--- src/rtl/cec_tx_pkg.sv ---
package cec_tx_pkg;

    localparam int RETRY_W = 3;            // retry field width at CTRL[6:4]
    localparam int ATT_W   = RETRY_W + 1;  // attempts 1..2**RETRY_W

    localparam logic [7:0] A_INIT  = 8'h00;
    localparam logic [7:0] A_DEST  = 8'h04;
    localparam logic [7:0] A_OPC   = 8'h08;
    localparam logic [7:0] A_CTRL  = 8'h0C;
    localparam logic [7:0] A_ST0   = 8'h10;
    localparam logic [7:0] A_ST1   = 8'h14;
    localparam logic [7:0] A_EN0   = 8'h18;
    localparam logic [7:0] A_EN1   = 8'h1C;
    localparam logic [7:0] A_START = 8'h20;
    localparam logic [7:0] A_ATT   = 8'h24;
    localparam logic [7:0] A_OPND  = 8'h40;

    typedef enum logic [1:0] {
        S_IDLE,
        S_REQUEST,
        S_BACKOFF
    } tx_state_t;

endpackage

--- src/rtl/cec_tx_fsm.sv ---
module cec_tx_fsm
    import cec_tx_pkg::*;
(
    input  logic               clk,
    input  logic               rst_n,
    input  logic               start,
    input  logic               clr,
    input  logic [RETRY_W-1:0] retry_cfg,
    input  logic               le_done,
    input  logic               le_ack,
    output logic               le_req,
    output logic               busy,
    output logic               ok_pulse,
    output logic               exh_pulse,
    output logic [ATT_W-1:0]   attempts
);

    tx_state_t          state_q, state_d;
    logic [RETRY_W-1:0] left_q;
    logic               launch, finish, no_left;

    assign no_left = (left_q == '0);
    assign launch  = (state_q == S_IDLE) && start && !clr;
    assign finish  = (state_q == S_REQUEST) && le_done && !clr;

    always_comb begin
        state_d = state_q;
        unique case (state_q)
            S_IDLE:    if (start) state_d = S_REQUEST;
            S_REQUEST: if (le_done) state_d = (le_ack || no_left) ? S_IDLE : S_BACKOFF;
            S_BACKOFF: state_d = S_REQUEST;
            default:   state_d = S_IDLE;
        endcase
        if (clr) state_d = S_IDLE;
    end

    always_ff @(posedge clk) begin
        if (!rst_n) state_q <= S_IDLE;
        else        state_q <= state_d;
    end

    always_comb begin
        le_req    = (state_q == S_REQUEST);
        busy      = (state_q != S_IDLE);
        ok_pulse  = finish && le_ack;
        exh_pulse = finish && !le_ack && no_left;
    end

    always_ff @(posedge clk) begin
        if (!rst_n) begin
            left_q   <= '0;
            attempts <= '0;
        end else if (launch) begin
            left_q   <= retry_cfg;
            attempts <= ATT_W'(1);
        end else if (finish && !le_ack && !no_left) begin
            left_q   <= left_q - 1'b1;
        end else if (state_q == S_BACKOFF && !clr) begin
            attempts <= attempts + 1'b1;
        end
    end

endmodule

--- src/rtl/cec_tx_regs.sv ---
module cec_tx_regs
    import cec_tx_pkg::*;
#(
    parameter int MAX_OPS = 14,
    parameter int CNT_W   = 4
) (
    input  logic                 clk,
    input  logic                 rst_n,
    input  logic                 reg_wr,
    input  logic [7:0]           reg_addr,
    input  logic [7:0]           reg_wdata,
    output logic [7:0]           reg_rdata,
    input  logic                 busy,
    input  logic                 ok_pulse,
    input  logic                 exh_pulse,
    input  logic [ATT_W-1:0]     attempts,
    output logic                 start,
    output logic                 clr,
    output logic [RETRY_W-1:0]   retry_cfg,
    output logic                 st_ok,
    output logic                 st_exh,
    output logic                 en_ok,
    output logic                 en_exh,
    output logic                 le_poll,
    output logic [3:0]           le_initiator,
    output logic [3:0]           le_dest,
    output logic [7:0]           le_opcode,
    output logic [CNT_W-1:0]     le_opcount,
    output logic [MAX_OPS*8-1:0] le_operands
);

    localparam logic [CNT_W-1:0] CNT_MAX = CNT_W'(MAX_OPS);

    logic [3:0]           init_q, dest_q;
    logic                 poll_q;
    logic [7:0]           opc_q;
    logic [CNT_W-1:0]     cnt_q, cnt_wr;
    logic [MAX_OPS*8-1:0] opnd_q;
    logic [MAX_OPS-1:0]   opnd_hit;
    logic                 stage_wr;

    assign stage_wr = reg_wr && !busy;
    assign cnt_wr   = (int'(reg_wdata[3:0]) > MAX_OPS) ? CNT_MAX : CNT_W'(reg_wdata[3:0]);
    assign start    = stage_wr && (((reg_addr == A_START) && reg_wdata[4]) ||
                                   ((reg_addr == A_DEST)  && reg_wdata[7]));

    for (genvar g = 0; g < MAX_OPS; g++) begin : g_opnd_dec
        assign opnd_hit[g] = (reg_addr == (A_OPND + 8'(4 * g)));
    end

    always_ff @(posedge clk) begin
        if (!rst_n || clr) begin
            init_q <= '0;
            dest_q <= '0;
            poll_q <= 1'b0;
            opc_q  <= '0;
            cnt_q  <= '0;
            opnd_q <= '0;
        end else if (stage_wr) begin
            case (reg_addr)
                A_INIT:  init_q <= reg_wdata[3:0];
                A_DEST:  begin
                    dest_q <= reg_wdata[3:0];
                    poll_q <= reg_wdata[7];
                end
                A_OPC:   opc_q <= reg_wdata;
                A_START: if (reg_wdata[4]) cnt_q <= cnt_wr;
                default: begin
                    for (int i = 0; i < MAX_OPS; i++)
                        if (opnd_hit[i]) opnd_q[i*8 +: 8] <= reg_wdata;
                end
            endcase
        end
    end

    always_ff @(posedge clk) begin
        if (!rst_n) begin
            retry_cfg <= '0;
            clr       <= 1'b0;
        end else begin
            if (clr)
                clr <= 1'b0;
            else if (reg_wr && reg_addr == A_CTRL && reg_wdata[7])
                clr <= 1'b1;
            if (stage_wr && reg_addr == A_CTRL)
                retry_cfg <= reg_wdata[6:4];
        end
    end

    always_ff @(posedge clk) begin
        if (!rst_n) begin
            st_ok  <= 1'b0;
            st_exh <= 1'b0;
            en_ok  <= 1'b0;
            en_exh <= 1'b0;
        end else begin
            if (ok_pulse)                                        st_ok  <= 1'b1;
            else if (reg_wr && reg_addr == A_ST0 && reg_wdata[5]) st_ok  <= 1'b0;
            if (exh_pulse)                                       st_exh <= 1'b1;
            else if (reg_wr && reg_addr == A_ST1 && reg_wdata[1]) st_exh <= 1'b0;
            if (reg_wr && reg_addr == A_EN0) en_ok  <= reg_wdata[5];
            if (reg_wr && reg_addr == A_EN1) en_exh <= reg_wdata[1];
        end
    end

    always_comb begin
        reg_rdata = '0;
        case (reg_addr)
            A_INIT:  reg_rdata = {4'b0, init_q};
            A_DEST:  reg_rdata = {poll_q, 3'b0, dest_q};
            A_OPC:   reg_rdata = opc_q;
            A_CTRL:  reg_rdata = {clr, retry_cfg, 3'b0, busy};
            A_ST0:   reg_rdata = {2'b0, st_ok, 5'b0};
            A_ST1:   reg_rdata = {6'b0, st_exh, 1'b0};
            A_EN0:   reg_rdata = {2'b0, en_ok, 5'b0};
            A_EN1:   reg_rdata = {6'b0, en_exh, 1'b0};
            A_START: reg_rdata = 8'(cnt_q);
            A_ATT:   reg_rdata = 8'(attempts);
            default: begin
                for (int i = 0; i < MAX_OPS; i++)
                    if (opnd_hit[i]) reg_rdata = opnd_q[i*8 +: 8];
            end
        endcase
    end

    assign le_poll      = poll_q;
    assign le_initiator = init_q;
    assign le_dest      = dest_q;
    assign le_opcode    = opc_q;
    assign le_opcount   = poll_q ? '0 : cnt_q;
    assign le_operands  = opnd_q;

endmodule

--- src/rtl/cec_tx_stager.sv ---
module cec_tx_stager
    import cec_tx_pkg::*;
#(
    parameter int MAX_OPS = 14
) (
    input  logic                         clk,
    input  logic                         rst_n,
    input  logic                         reg_wr,
    input  logic [7:0]                   reg_addr,
    input  logic [7:0]                   reg_wdata,
    output logic [7:0]                   reg_rdata,
    output logic                         irq,
    output logic                         le_req,
    input  logic                         le_done,
    input  logic                         le_ack,
    output logic                         le_poll,
    output logic [3:0]                   le_initiator,
    output logic [3:0]                   le_dest,
    output logic [7:0]                   le_opcode,
    output logic [$clog2(MAX_OPS+1)-1:0] le_opcount,
    output logic [MAX_OPS*8-1:0]         le_operands
);

    localparam int CNT_W = $clog2(MAX_OPS + 1);

    logic               busy_w, ok_w, exh_w, start_w, clr_w;
    logic               st_ok_w, st_exh_w, en_ok_w, en_exh_w;
    logic [RETRY_W-1:0] retry_w;
    logic [ATT_W-1:0]   att_w;

    cec_tx_regs #(.MAX_OPS(MAX_OPS), .CNT_W(CNT_W)) u_regs (
        .clk          (clk),
        .rst_n        (rst_n),
        .reg_wr       (reg_wr),
        .reg_addr     (reg_addr),
        .reg_wdata    (reg_wdata),
        .reg_rdata    (reg_rdata),
        .busy         (busy_w),
        .ok_pulse     (ok_w),
        .exh_pulse    (exh_w),
        .attempts     (att_w),
        .start        (start_w),
        .clr          (clr_w),
        .retry_cfg    (retry_w),
        .st_ok        (st_ok_w),
        .st_exh       (st_exh_w),
        .en_ok        (en_ok_w),
        .en_exh       (en_exh_w),
        .le_poll      (le_poll),
        .le_initiator (le_initiator),
        .le_dest      (le_dest),
        .le_opcode    (le_opcode),
        .le_opcount   (le_opcount),
        .le_operands  (le_operands)
    );

    cec_tx_fsm u_fsm (
        .clk       (clk),
        .rst_n     (rst_n),
        .start     (start_w),
        .clr       (clr_w),
        .retry_cfg (retry_w),
        .le_done   (le_done),
        .le_ack    (le_ack),
        .le_req    (le_req),
        .busy      (busy_w),
        .ok_pulse  (ok_w),
        .exh_pulse (exh_w),
        .attempts  (att_w)
    );

    assign irq = (st_ok_w && en_ok_w) || (st_exh_w && en_exh_w);

endmodule

--- config.mk ---
export PLATFORM = sky130hd
export DESIGN_NAME = cec_tx_stager
export DESIGN_NICKNAME = d
export VERILOG_FILES = /design/src/rtl/cec_tx_pkg.sv /design/src/rtl/cec_tx_fsm.sv /design/src/rtl/cec_tx_regs.sv /design/src/rtl/cec_tx_stager.sv
export SDC_FILE = /design/constraint.sdc
export NUM_CORES = 1
export LEC_CHECK = 0
export BUFFER_PORTS_ARGS = -buffer_cell sky130_fd_sc_hd__buf_4
export CAP_MARGIN = 10
export CELL_PAD_IN_SITES_DETAIL_PLACEMENT = 0
export CELL_PAD_IN_SITES_GLOBAL_PLACEMENT = 1
export CORE_MARGIN = 2
export CORE_UTILIZATION = 34
export CTS_CLUSTER_SIZE = 16
export DETAILED_ROUTE_END_ITERATION = 6
export PLACE_DENSITY = 0.8
export SYNTH_ARGS = -nofsm -noshare
export SYNTH_HDL_FRONTEND = slang
export SYNTH_SLANG_ARGS = --single-unit
export TNS_END_PERCENT = 1
--- constraint.sdc ---
create_clock -name clk -period 2.5 [get_ports clk]
set_input_delay 0.5 -clock clk [delete_from_list [all_inputs] [get_ports clk]]
set_output_delay 0.5 -clock clk [all_outputs]
set_load 0.01 [all_outputs]
==> metrics.yaml, run 1 <==
r2r-end: "u_fsm.left_q[0]"
design.core.area_mm2: 0.02115
ff2ff_path_depth: 5
die_area_mm2: 0.02288
crit_type: "primary input to primary output"
placed_cells: 1336
hold_buffers: 0
pin_count: 164
synth_most_common_cell: "dfxtp_1"
period_share_pct: 103.4
yosys_warnings: 0
root_buffer: "clkbuf_16"
num_vias: 7669
multi_input_comb_area_mm2: 0.004153
cts_tree: "yes"
synth_area_leader_cell: "dfxtp_1"
chipHeight_um: 151.3
clk_latency_ns: 0.43
gr-total-overflow: 0
setup_viol: 7
final_hold_viol_count: 0
relSlewSlack_pct: 59.12
drt-total-wl_um: 28820
syn-num-nets: 881
ff2ff_setup_slack_ns: 0.62
fill_cells: 1970
syn_area_mm2: 0.007375
yosysTopAreaCellShare_pct: 40.72
fin_ws_ns: -0.08574
grt_use_total_pct: 25.02
die_w_um: 151.3
hold_class: "primary input to flop"
ys_ff_latch: 150
ant_nets: 0
avgSynthCellArea_um2: 8.605
cp-startpoint: "reg_addr[7]"
cts.path.max_buffers: 2
slew_violations: 0
final_cell_count_no_fill: 1376
nNetsFinal: 1112
synth-edff-count: 0
dp_slack_ns: -0.3988
power_mw: 5.674
leakage_nw: 4.217
drive_above_1_share_pct: 38.15
hpwl_um: 21210
outcome: "finished with violations"
netlist_top_cells_area: "dfxtp_1 41%, nand3_1 7.3%, mux2i_1 6.0%, o21ai_1 3.7%, a21oi_1 3.6%"
synthTopCellsByCount: "150 x dfxtp_1, 107 x nand3_1, 66 x nand2_1"
antennaDiodeCount: 0
critical_path.max_fanout: 11
crit_arrival_ns: 2.09
synth-async-reset-ratio_pct: 0
first_global_vias: 7349
grt_pass1_wl_um: 43290
rsz0062_at_grt: "yes"
drt_iter0_markers: 777
cap_violations: 0
cp.required_ns: 2.00
finalClockSkew_ns: 0.01229
area_delta_synth_final_pct: 43.93
cp-end-kind: "primary output"
r2r_start: "u_fsm.state_q[0]"
crit_end: "reg_rdata[4]"
initial_core_util_pct: 34.86
violations: "setup timing"
rows: 53
path_clk_slew_ns: 0.06
syn_inst: 857
antenna_found_initial: 0
gp_congestion: 0.9528
timing.fmax_mhz: 386.7
power_density_mw_per_mm2: 534.6
cts_sinks: 150
yosysUniqueCellTypes: 76
firstDrtPassIters: 5
worst_pin_slew_ns: 0.6117
numCtsBuffers: 17
grt_max_degree: 54
start_kind: "primary input"
drc: 0
port_buffers: 163
ir_drop_v: 0.0004119
avgViaCountPerCell: 5.573
ys_seq_area_share_pct: 40.72
finalCriticalPeriod_ns: 2.586
synthFlopType: "dfxtp_1"
seqCellArea_mm2: 0.003003
h-tree-depth: 4
routedWlPerCell_um: 20.95
## where the power goes
part | switching (mW) | internal (mW) | total [mW] | leakage (nW)
Sequential | 0.00321 | 2.39 | 2.39 | 1.21
Combinational | 0.297 | 0.196 | 0.493 | 2.70
Clock | 1.17 | 1.62 | 2.79 | 0.308
Total | 1.47 | 4.21 | 5.67 | 4.22
## metal layers
metal | GRT usage (%) | routed length (um) | part of all wire (%)
met1 | 34.45 | 12470 | 43
met5 | 0 | 0 | 0
met2 | 39.62 | 13520 | 47
met4 | 7.897 | 666 | 2.3
met3 | 4.699 | 2161 | 7.5
## kinds of logic (layout without fill, tap and decap cells)
| group | Yosys count | count (layout) | share of synthesized area [%] |
|---|---|---|---|
| simple gates | 321 | 321 | 23.04 |
| compound gates | 232 | 232 | 19.16 |
| buf+inv | 91 | 335 | 7.211 |
| mux | 56 | 56 | 8.873 |
| xor+xnor | 3 | 3 | 0.3564 |
| fa+ha+maj | 4 | 4 | 0.6448 |
| flops | 150 | 150 | 40.72 |
## flip-flops by register name, indices dropped and copies added, names as in the netlist, 2 cells and up
signal	cells
u_regs.retry_cfg	3
u_fsm.state_q	2
u_fsm.attempts	4
u_regs.le_opcode	8
u_regs.le_initiator	4
u_regs.le_operands	112
u_regs.le_dest	4
u_regs.cnt_q	4
u_fsm.left_q	3
## worst max-delay path, cell delays in order
cell	delay, ns
buf_8	0.10
buf_6	0.11
and4bb_2	0.31
buf_4	0.19
buf_4	0.13
a31oi_1	0.07
nor3_1	0.19
nor2_1	0.08
a21oi_2	0.22
buf_4	0.16
## worst min-delay path by stage
stage / from / to / slack, ns / cells after the start
2_1_floorplan: u_regs.cnt_q[2] / u_regs.cnt_q[2] / 0.44 / 2
3_3_place_gp: u_regs.cnt_q[3] / u_regs.cnt_q[3] / 0.46 / 2
3_5_place_dp: u_regs.cnt_q[3] / u_regs.cnt_q[3] / 0.46 / 2
4_1_cts: le_ack / u_regs.st_ok / 0.33 / 3
5_1_grt: le_ack / u_regs.st_ok / 0.35 / 3
6_report: le_ack / u_regs.st_ok / 0.34 / 3
## stage by stage
step	cell area, um2	util, %	TNS, ns	hold WS (ns)
2_1_floorplan	7375	-	0	0.4400
3_3_place_gp	9545	45.12	-2.136	0.4592
3_5_place_dp	9545	45.12	-2.167	0.4635
4_1_cts	10450	49.42	-0.3042	0.3323
5_1_grt	10610	50.17	-0.7113	0.3476
6_report	10610	50.17	-0.4017	0.3366
## cell type report
type                            instances  area share (%)
Multi-Input combinational cell        616           39.13
Clock inverter                         15           1.921
Sequential cell                       150           28.29
Tap cell                              275           3.242
Inverter                               11          0.3890
Timing Repair Buffer                  292           23.02
Clock buffer                           17           4.008
## repair_timing
| action | 4_1_cts | 5_1_grt |
|---|---|---|
| pin swaps | 18 | 13 |
| endpoints found under the setup margin | 8 | 8 |
| gates resized for setup | 67 | 28 |
| setup buffers | 4 | 4 |
| gates cloned | 1 | 0 |
## cells in the final DEF (no fill, tap or decap), drive strengths merged, types with 6 or more instances in the layout
master,n
a21oi,53
dfxtp,150
buf,292
a22oi,7
nand3,113
or3,14
inv,20
nor2,56
nor2b,9
nand2b,6
mux2i,44
nor3,17
o21ai,109
clkbuf,17
o22ai,13
nand2,66
mux4,7
(Power assumes the default switching activity.)
==> inputs of run 2 (changes only) <==
--- a/config.mk
+++ b/config.mk
@@ -14,6 +14,7 @@
 export CTS_CLUSTER_SIZE = 16
 export DETAILED_ROUTE_END_ITERATION = 6
 export PLACE_DENSITY = 0.8
+export SKIP_CTS_REPAIR_TIMING = 1
 export SYNTH_ARGS = -nofsm -noshare
 export SYNTH_HDL_FRONTEND = slang
 export SYNTH_SLANG_ARGS = --single-unit
==> run 2 against run 1 <==
Net effect:
- the run still ends with setup timing left
- worst setup slack lost 0.011 ns
- flip-flop and latch count is the same
- routed wire length grew 0.85%
- global-route usage shrank 0.30 points
- critical endpoint is now reg_rdata[6]
==> metrics.yaml, run 2 (synthesized netlist as in run 1, its figures left out) <==
cts_sinks: 150  # unchanged
num_vias: 7747  # +1.0%
slowest_stage: "or4_4"
timing.fmax_mhz: 385.1  # -0.42%
critical_path.max_fanout: 11  # unchanged
rsz0062_at_grt: "yes"
fin_ws_ns: -0.09676  # -0.01103 ns
placed_cells: 1336  # unchanged
final_hold_viol_count: 0  # unchanged
finalClockSkew_ns: 0.01090  # -0.001386 ns
outcome: "finished with violations"
period_share_pct: 103.9  # +0.44 points
ant_nets: 0  # unchanged
chipHeight_um: 151.3  # unchanged
ir_drop_v: 0.0004222  # +2.5%
power_mw: 5.674  # about the same
fill_cells: 1963  # -0.36%
final_cell_count_no_fill: 1375  # -0.073%
hpwl_um: 21210  # unchanged
design.core.area_mm2: 0.02115  # unchanged
numCtsBuffers: 17  # unchanged
crit_type: "primary input to primary output"
drive_above_1_share_pct: 38.55  # +0.40 points
first_global_vias: 7228  # -1.6%
cp-end-kind: "primary output"
finalCriticalPeriod_ns: 2.597  # +0.01103 ns
die_area_mm2: 0.02288  # unchanged
cts_tree: "yes"
cts.path.max_buffers: 2  # unchanged
grt_max_degree: 54  # unchanged
crit_arrival_ns: 2.10  # about the same
cp.required_ns: 2.00  # about the same
port_buffers: 163  # unchanged
post-route-util_pct: 50.22  # about the same
setup_viol: 8  # +1
rows: 53  # unchanged
largest_reg_flops: 112  # unchanged
avgViaCountPerCell: 5.634  # +1.1%
drt-total-wl_um: 29070  # +0.85%
firstDrtPassIters: 6  # +1
gp_congestion: 0.9528  # unchanged
dp_slack_ns: -0.3988  # unchanged
nNetsFinal: 1111  # -0.090%
cpPeakStageDelay_ns: 0.54  # +0.23 ns
routedWlPerCell_um: 21.14  # +0.92%
cap_violations: 0  # unchanged
violations: "setup timing"
antennaDiodeCount: 0  # unchanged
root_buffer: "clkbuf_16"
final_common_cell: "buf_4"
path_clk_slew_ns: 0.06  # about the same
relSlewSlack_pct: 58.94  # -0.18 points
finalInstanceArea_mm2: 0.01062  # about the same
leakage_nw: 4.248  # +0.74%
h-tree-depth: 4  # unchanged
antenna_found_initial: 0  # unchanged
pin_count: 164  # unchanged
drc: 0  # unchanged
die_w_um: 151.3  # unchanged
drt_iter0_markers: 839  # +8.0%
slew_violations: 0  # unchanged
final_cell_mix: "262 x buf_4, 145 x dfxtp_1, 104 x nand3_1"
power_density_mw_per_mm2: 534.1  # -0.10%
placed_cell_area_mm2: 0.009545  # unchanged
initial_core_util_pct: 34.86  # unchanged
worst_pin_slew_ns: 0.6144  # +0.002639 ns
grt_use_total_pct: 24.72  # -0.30 points
area_delta_synth_final_pct: 44.06  # about the same
clk_latency_ns: 0.44  # about the same
setup_tns_ns: -0.5182  # -0.1164 ns
grt_pass1_wl_um: 42790  # -1.2%
worstPathCellList: "buf_6, or4_4, buf_4, or3_1, a21oi_2, a21oi_2, buf_4"
start_kind: "primary input"
hold_class: "primary input to flop"
gr-total-overflow: 0  # unchanged
fin_hold_ws_ns: 0.3337  # -0.002921 ns
-- run 2: cell count changes in the layout (fill, tap and decap cells not counted), moves of 3 or more --
| cell | previous run | this run |
|---|---|---|
| dfxtp_2 | 0 | 5 |
| buf_4 | 259 | 262 |
| buf_6 | 17 | 12 |
| dfxtp_1 | 150 | 145 |
| o21ai_1 | 62 | 59 |
-- run 2: layer usage --
layer  share of wire [%]  wire, um  GRT usage [%]  vias to the layer above
met1                  42     12320          33.87                     3735
li1                    -         -              -                     3601
met4                 1.9       562          7.103                        0
met3                 8.2      2396          5.331                       45
met2                  47     13790          39.16                      366
met5                   0         0              0                        -
-- run 2: worst paths after layout --
| check | cells past startpoint | start | end | slack, ns |
|---|---|---|---|---|
| setup reg to reg | 5 | u_fsm.state_q[0] | u_fsm.left_q[0] | 0.63 |
| setup / recovery | 7 | reg_addr[3] | reg_rdata[6] | -0.1 |
| hold reg to reg | 2 | u_regs.cnt_q[3] | u_regs.cnt_q[3] | 0.48 |
| hold / removal | 3 | le_ack | u_regs.st_ok | 0.33 |
-- run 2: cell type report --
type | count | area [um2] | share of cell area (%)
Clock buffer | 17 | 425.4 | 4.004
Clock inverter | 15 | 203.9 | 1.920
Inverter | 11 | 41.29 | 0.3886
Multi-Input combinational cell | 616 | 4165 | 39.21
Sequential cell | 150 | 3009 | 28.32
Tap cell | 275 | 344.1 | 3.239
Timing Repair Buffer | 291 | 2435 | 22.92
-- run 2: where the power goes --
part           switching, mW  leakage (nW)  internal [mW]  total (mW)
Clock                   1.17         0.308           1.62        2.78
Sequential           0.00320          1.21           2.39        2.39
Combinational          0.298          2.73          0.197       0.496
-- run 2: critical path: cells and delay by family --
family          cells  cell delay [ns]
simple gates        2             0.88
buf+inv             3             0.49
compound gates      2             0.21
